$ cat src/rtl/capcmp_timer.sv
module capcmp_timer #(
  parameter int AW = 8,
  parameter int DW = 8,
  parameter logic [AW-1:0] A_CTL  = 'h12,
  parameter logic [AW-1:0] A_STS  = 'h13,
  parameter logic [AW-1:0] A_ICH  = 'h14,
  parameter logic [AW-1:0] A_ICL  = 'h15,
  parameter logic [AW-1:0] A_CMPH = 'h16,
  parameter logic [AW-1:0] A_CMPL = 'h17,
  parameter logic [AW-1:0] A_CNTH = 'h18,
  parameter logic [AW-1:0] A_CNTL = 'h19,
  parameter logic [2*DW-1:0] CNT_RST = 'hFFFC,
  parameter logic [2*DW-1:0] CMP_RST = 'hFFFF
) (
  input  logic          clk,
  input  logic          rst_n,
  input  logic          tick_en,
  input  logic [AW-1:0] addr,
  input  logic          rd,
  input  logic          wr,
  input  logic [DW-1:0] wdata,
  output logic [DW-1:0] rdata,
  input  logic          cap_in,
  output logic          cmp_out,
  output logic          irq
);
  localparam int CW = 2 * DW;

  logic [CW-1:0] cnt, cnt_nx, icr, ocr;
  logic [DW-1:0] lat;
  logic          lat_v;
  logic          ie_ic, ie_oc, ie_to, edge_sel, olvl;
  logic          icf, ocf, tof, arm_ic, arm_oc, arm_to;
  logic [2:0]    sync;
  logic          cap_ev, cmp_ev, ovf_ev;
  logic          rd_sts, acc_icl, acc_cmpl, rd_cntl, rd_cnth;
  logic          clr_ic, clr_oc, clr_to;

  assign cnt_nx   = cnt + 1'b1;
  assign cap_ev   = edge_sel ? (sync[1] & ~sync[2]) : (~sync[1] & sync[2]);
  assign cmp_ev   = tick_en && (cnt_nx == ocr);
  assign ovf_ev   = tick_en && (&cnt);

  assign rd_sts   = rd && (addr == A_STS);
  assign acc_icl  = rd && (addr == A_ICL);
  assign acc_cmpl = (rd || wr) && (addr == A_CMPL);
  assign rd_cntl  = rd && (addr == A_CNTL);
  assign rd_cnth  = rd && (addr == A_CNTH);

  assign clr_ic   = arm_ic && acc_icl;
  assign clr_oc   = arm_oc && acc_cmpl;
  assign clr_to   = arm_to && rd_cntl;

  assign irq = (icf & ie_ic) | (ocf & ie_oc) | (tof & ie_to);

  // counter, synchronizer, capture/compare registers, pin, latch
  always_ff @(posedge clk) begin
    if (!rst_n) begin
      cnt     <= CNT_RST;
      sync    <= '0;
      icr     <= '0;
      ocr     <= CMP_RST;
      cmp_out <= 1'b0;
      lat     <= '0;
      lat_v   <= 1'b0;
    end else begin
      sync <= {sync[1:0], cap_in};
      if (tick_en) cnt <= cnt_nx;
      if (cap_ev) icr <= cnt;
      if (cmp_ev) cmp_out <= olvl;
      if (wr && addr == A_CMPH) ocr[CW-1:DW] <= wdata;
      if (wr && addr == A_CMPL) ocr[DW-1:0]  <= wdata;
      if (rd_cnth) begin
        lat   <= cnt[DW-1:0];
        lat_v <= 1'b1;
      end else if (rd_cntl) begin
        lat_v <= 1'b0;
      end
    end
  end

  // control bits that reset clears
  always_ff @(posedge clk) begin
    if (!rst_n) begin
      {ie_ic, ie_oc, ie_to, olvl} <= '0;
      {arm_ic, arm_oc, arm_to}    <= '0;
    end else begin
      if (wr && addr == A_CTL) begin
        ie_ic <= wdata[DW-1];
        ie_oc <= wdata[DW-2];
        ie_to <= wdata[DW-3];
        olvl  <= wdata[0];
      end
      if (rd_sts) begin
        arm_ic <= icf;
        arm_oc <= ocf;
        arm_to <= tof;
      end else begin
        if (acc_icl)  arm_ic <= 1'b0;
        if (acc_cmpl) arm_oc <= 1'b0;
        if (rd_cntl)  arm_to <= 1'b0;
      end
    end
  end

  // state that reset leaves alone
  always_ff @(posedge clk) begin
    if (rst_n) begin
      if (wr && addr == A_CTL) edge_sel <= wdata[1];
      if (cap_ev)      icf <= 1'b1;
      else if (clr_ic) icf <= 1'b0;
      if (cmp_ev)      ocf <= 1'b1;
      else if (clr_oc) ocf <= 1'b0;
      if (ovf_ev)      tof <= 1'b1;
      else if (clr_to) tof <= 1'b0;
    end
  end

  always_comb begin
    case (addr)
      A_CTL:   rdata = {ie_ic, ie_oc, ie_to, {(DW-5){1'b0}}, edge_sel, olvl};
      A_STS:   rdata = {icf, ocf, tof, {(DW-3){1'b0}}};
      A_ICH:   rdata = icr[CW-1:DW];
      A_ICL:   rdata = icr[DW-1:0];
      A_CMPH:  rdata = ocr[CW-1:DW];
      A_CMPL:  rdata = ocr[DW-1:0];
      A_CNTH:  rdata = cnt[CW-1:DW];
      A_CNTL:  rdata = lat_v ? lat : cnt[DW-1:0];
      default: rdata = '0;
    endcase
  end

  assert_cnt_step_R1: assert property (@(posedge clk) disable iff (!rst_n)
    ($past(rst_n) && $past(tick_en)) |-> (cnt == $past(cnt) + 1'b1));
  assert_cnt_hold_R1: assert property (@(posedge clk) disable iff (!rst_n)
    ($past(rst_n) && !$past(tick_en)) |-> $stable(cnt));
  assert_icr_flag_R4: assert property (@(posedge clk) disable iff (!rst_n)
    ($past(rst_n) && !$stable(icr)) |-> icf);
  assert_pin_match_R5: assert property (@(posedge clk) disable iff (!rst_n)
    ($past(rst_n) && !$stable(cmp_out)) |-> (cnt == $past(ocr)));
  assert_tof_wrap_R6: assert property (@(posedge clk) disable iff (!rst_n)
    ($past(rst_n) && $rose(tof)) |-> ($past(tick_en) && cnt == '0));
  assert_icf_clear_R8: assert property (@(posedge clk) disable iff (!rst_n)
    $fell(icf) |-> ($past(rd) && $past(addr) == A_ICL));
  assert_ocf_clear_R9: assert property (@(posedge clk) disable iff (!rst_n)
    $fell(ocf) |-> ($past(rd || wr) && $past(addr) == A_CMPL));
  assert_irq_src_R10: assert property (@(posedge clk) disable iff (!rst_n)
    irq |-> (icf || ocf || tof));
endmodule

$ cat config.mk
export PLATFORM = sky130hd
export DESIGN_NAME = capcmp_timer
export DESIGN_NICKNAME = d
export VERILOG_FILES = /design/src/rtl/capcmp_timer.sv
export SDC_FILE = /design/constraint.sdc
export NUM_CORES = 1
export LEC_CHECK = 0
export BUFFER_PORTS_ARGS = -buffer_cell sky130_fd_sc_hd__buf_4
export CORE_UTILIZATION = 60
export CTS_CLUSTER_SIZE = 25
export DETAILED_ROUTE_END_ITERATION = 12
export GPL_TIMING_DRIVEN = 0
export PLACE_DENSITY = 0.8
export SKIP_LAST_GASP = 1
export SLEW_MARGIN = 20
export SYNTH_ARGS = -nofsm -noshare
export SYNTH_HDL_FRONTEND = slang
export SYNTH_SLANG_ARGS = --single-unit
$ cat constraint.sdc
create_clock -name clk -period 4.1 [get_ports clk]
set_input_delay 0.82 -clock clk [delete_from_list [all_inputs] [get_ports clk]]
set_output_delay 0.82 -clock clk [all_outputs]
set_load 0.005 [all_outputs]
Yosys cells after proc, flatten, opt, wreduce, memory -nomap -nowiden

Cells that the tools add are included.

Register bits: 72
Bits in latches: 0
RAM bits: 0
Memory bits (read-only): 0
Input bits: 22
Output and inout port bits: 10
Logic and storage cells: 77
Memories: 0

$add $sub $neg: 1
$mul: 0
Div/mod/pow operators: 0
Order comparisons: 0
Eq/ne operators: 9
Shift operators: 0
Mux-type cells: 13
Bitwise gates (word level): 9
Reduce and logical (&&, ||, !) cells: 26

Operators by type and width:

| kind                    | count |
|---|---|
| $eq A8 B5 Y1 const B    | 8 |
| $pmux W8 S8             | 1 |
| $add A16 B1 Y16 const B | 1 |
| $eq A16 B16 Y1          | 1 |
| $reduce_and A16 Y1      | 1 |
| $reduce_bool A2 Y1      | 7 |
| $logic_and A1 B1 Y1     | 13 |
| $mux W1                 | 11 |
| $mux W8                 | 1 |
| $reduce_and A2 Y1       | 4 |
| $and A1 B1 Y1           | 5 |
| $not A1 Y1              | 2 |
| $or A1 B1 Y1            | 2 |
| $logic_or A1 B1 Y1      | 1 |

Logic depth before layout (Yosys ltp)

Word-level depth: 5
Depth in mapped cells: 9
Mapped depth without buffers: 8

Least setup slack after synthesis

No wires, ideal clock.

Path type: input port to output port
From: input addr[0]
To: output rdata[6]
Data arrival time: 2.273 ns
Data required time: 3.280 ns
Slack: 1.007 ns
Stages: 6
Path buffers: 3
Path through: clkbuf_1 clkbuf_1 clkbuf_1 a21oi_1 a22o_1 a221o_1

Longest elaborated chain between the ends: 2
Elaborated cells on any way between the ends: 9
Classes of those cells: 8 x eq/ne; 1 x mux

RTL lines:

| element         | line | RTL |
|---|---|---|
| start, declared | 18   | `input logic [AW-1:0] addr,` |
| $eq A8 B5 Y1    | 120  | `case (addr)` |
| $pmux W8 S8 (*) | 120  |  |
| end, declared   | 22   | `output logic [DW-1:0] rdata,` |

Every way passes the cells marked *; elsewhere a longest branch is shown, timed or not.

Worst setup path after layout

From: input addr[0]
To: output rdata[3]

The elaborated chain is that of the path after synthesis.

==> metrics.yaml <==
status:
  status: "finished clean"
setup_path:
  crit_slowest_cell: "clkbuf_1"
  cp_num_buf_inv: 5
  crit_fanout: 10
  start_kind: "input port"
  rrSetupSlack_ns: 1.37
  worstPathRequired_ns: 3.28
  cp.arrival_ns: 3.02
  max_stage_delay_ns: 0.47
  critPathKind: "in2out"
  cp_cell_sequence: "clkbuf_1 -> clkbuf_1 -> clkbuf_1 -> clkbuf_1 -> a21oi_1 -> a22oi_1 -> nand2_1 -> buf_4"
  path_common_cell: "clkbuf_1"
  end_kind: "primary output"
  crit_family: "buffers and inverters"
cts:
  post-cts-setup-buffers: 0
  clk_latency_ns: 0.36
  cts_resized: 0
  htree_levels: 3
  cts.sinks: 72
  ctsHoldBuffers: 0
  cts_buffer_depth: 2
  cts_made_buffers: 9
  clk_pin_slew_ns: 0.08
  cts_tree: "done"
  cts-root-buf: "clkbuf_8"
finish:
  drive_gt1_share_pct: 14.1
  nets: 514
  stdcell_area_mm2: 0.00448
  final_common_cell: "dfxtp_1"
  most-common-layout-cells: "68 x dfxtp_1, 66 x nand2_1, 35 x mux2i_1"
  area_growth_pct: 13.0
  fin_util_pct: 70.6
  antenna_cells: 0
logic_synthesis:
  synthMuxAreaShare_pct: 12.2
  yosysSeqAreaShare_pct: 37.3
  synthAdderAreaFrac_pct: 0.315
  synth-compound-area-share_pct: 13.7
  ys.flop_type: "dfxtp_1"
  synth.distinct_cells: 53
  ys_ff_latch: 72
  synth-xor-area-share_pct: 7.06
  syn_nets: 477
  synth_warnings: 0
  synthCells: 454
  syn_avg_cell_area_um2: 8.74
  mappedNetlistArea_mm2: 0.00397
  synth_edf_count: 4
  synthSimpleGateAreaFrac_pct: 24.4
  async_flop_share_pct: 0
  synth_top_family_by_area: "simple AND/OR/NAND/NOR gates"
timing:
  setup_viol: 0
  finalHoldViolCount: 0
  worst_pin_slew_ns: 0.730
  slew_headroom_pct: 51.3
  fin_ws_ns: 0.262
  rsz0062_at_grt: "false"
  clock.fmax_ghz: 0.261
  fin_crit_ns: 3.84
  fin_crit_sh_pct: 93.6
  fin_worst_skew_ns: 0.0114
  slew_violations: 0
  final.setup.tns_ns: 0
die:
  die_y_um: 83.3
  coreArea_mm2: 0.00635
  start_util_pct: 62.5
  ios: 32
  rows: 29
  dieArea_mm2: 0.00694
  die_w_um: 83.3
place:
  place.gp.congestion: 0.898
  hpwl_um: 7510
  dpl_worst_slack_ns: 0.344
  io_buffers: 26
  post_dp_cell_area_mm2: 0.00426
global_route:
  grt_pass1_wl_um: 17100
  grtUsageTotal_pct: 31.9
  grt_pass1_vias: 3273
  grt_max_degree: 14
  gr-total-overflow: 0
  antenna_found_initial: 0
pwr:
  power_density_mw_per_mm2: 340
  switching_share_pct: 24.8
  power.leakage_nw: 1.87
  comb_power_share_pct: 10.5
  p_int_mw: 1.15
  p_switching_uw: 378
  pwr-share-seq_pct: 47.6
  clkPwrFrac_pct: 41.9
  irDropWorstVdd_mv: 0.330
routing:
  avgRoutedWirePerCell_um: 18.4
  dr.pass1.iters: 6
  ant_nets: 0
  wl_um: 10600
  vias_per_cell: 6.20
  num_vias: 3550
  drtIter0Drc: 477
  drc: 0
job:
  maxCapViolations: 0
hold_path:
  hold_path.class: "reg2reg"
[Yosys cell counts (all sizes together), types with 3 or more instances]
library cell,number,area share [%]
nand3b,3,0.57
mux2,8,2.3
or3,5,0.79
inv,3,0.28
buf,12,1.9
edfxtp,4,3.0
o21ai,19,2.4
mux2i,35,8.8
xor2,15,3.3
and2,6,0.95
clkbuf,28,2.7
a22oi,7,1.3
nor2b,24,3.8
a21oi,12,1.5
nand4,5,1.2
a221o,4,1.0
and3,5,0.79
nor3b,5,0.95
a22o,9,2.0
nand3,26,3.6
and3b,3,0.66
a21boi,15,2.8
dfxtp,68,34
nor4,3,0.63
nor2,17,1.7
xnor2,17,3.8
a41oi,4,0.88
nand2,66,6.2
nor3,6,0.76
[registers in the layout, summed over array words and instances (netlist names), 3 cells and up]
name  count
cnt      16
lat       8
icr      16
ocr      16
sync      3
[power by group through the flow]
stage	sequential, mW	combinational [mW]	clock (mW)
after global placement	0.741	0.153	0
after CTS	0.726	0.157	0.643
final	0.726	0.160	0.638
after detailed placement	0.742	0.156	0
after floorplan	0.740	0.109	0
after global routing	0.727	0.174	0.669
[logic make-up (layout without fill, tap and decap cells)]
| family | after synthesis | count (layout) |
|---|---|---|
| AO/OA/AOI/OAI | 79 | 79 |
| XOR/XNOR | 32 | 32 |
| AND/OR/NAND/NOR | 182 | 182 |
| buffers and inverters | 43 | 85 |
| adder cells (fa/ha/maj) | 1 | 1 |
| flip-flops | 72 | 72 |
| multiplexers | 45 | 45 |
[final timing paths]
path,from,end,cells after the start
max,addr[0],rdata[3],8
min reg2reg,sync[0],sync[1],1
max reg2reg,cnt[1],ocf,8
min,sync[0],sync[1],1
[metrics by stage]
| stage | instances | total power [mW] | hold slack (ns) |
|---|---|---|---|
| 5_1_grt | 573 | 1.57 | 0.459 |
| 3_5_place_dp | 557 | 0.898 | 0.421 |
| 2_1_floorplan | 454 | 0.849 | 0.412 |
| 4_1_cts | 573 | 1.53 | 0.439 |
| 3_3_place_gp | 557 | 0.894 | 0.413 |
| 6_report | 573 | 1.52 | 0.438 |
[layer usage]
layer  vias up  global-route usage [%]  part of all wire (%)
met4         0                    11.8                   2.5
li1       1669                       -                     -
met2       176                    50.2                    45
met3        27                    7.16                    10
met1      1678                    42.9                    42
met5         -                       0                     0
[final cells by class]
cell class | instances | area, um2
Tap cell | 77 | 96.3
Timing Repair Buffer | 26 | 195
Inverter | 3 | 11.3
Multi-Input combinational cell | 339 | 2290
Sequential cell | 72 | 1480
Clock inverter | 5 | 81.3
Fill cell | 508 | 1870
Buffer | 40 | 183
Clock buffer | 11 | 141
Note: power is estimated with default switching activity, not from simulation.
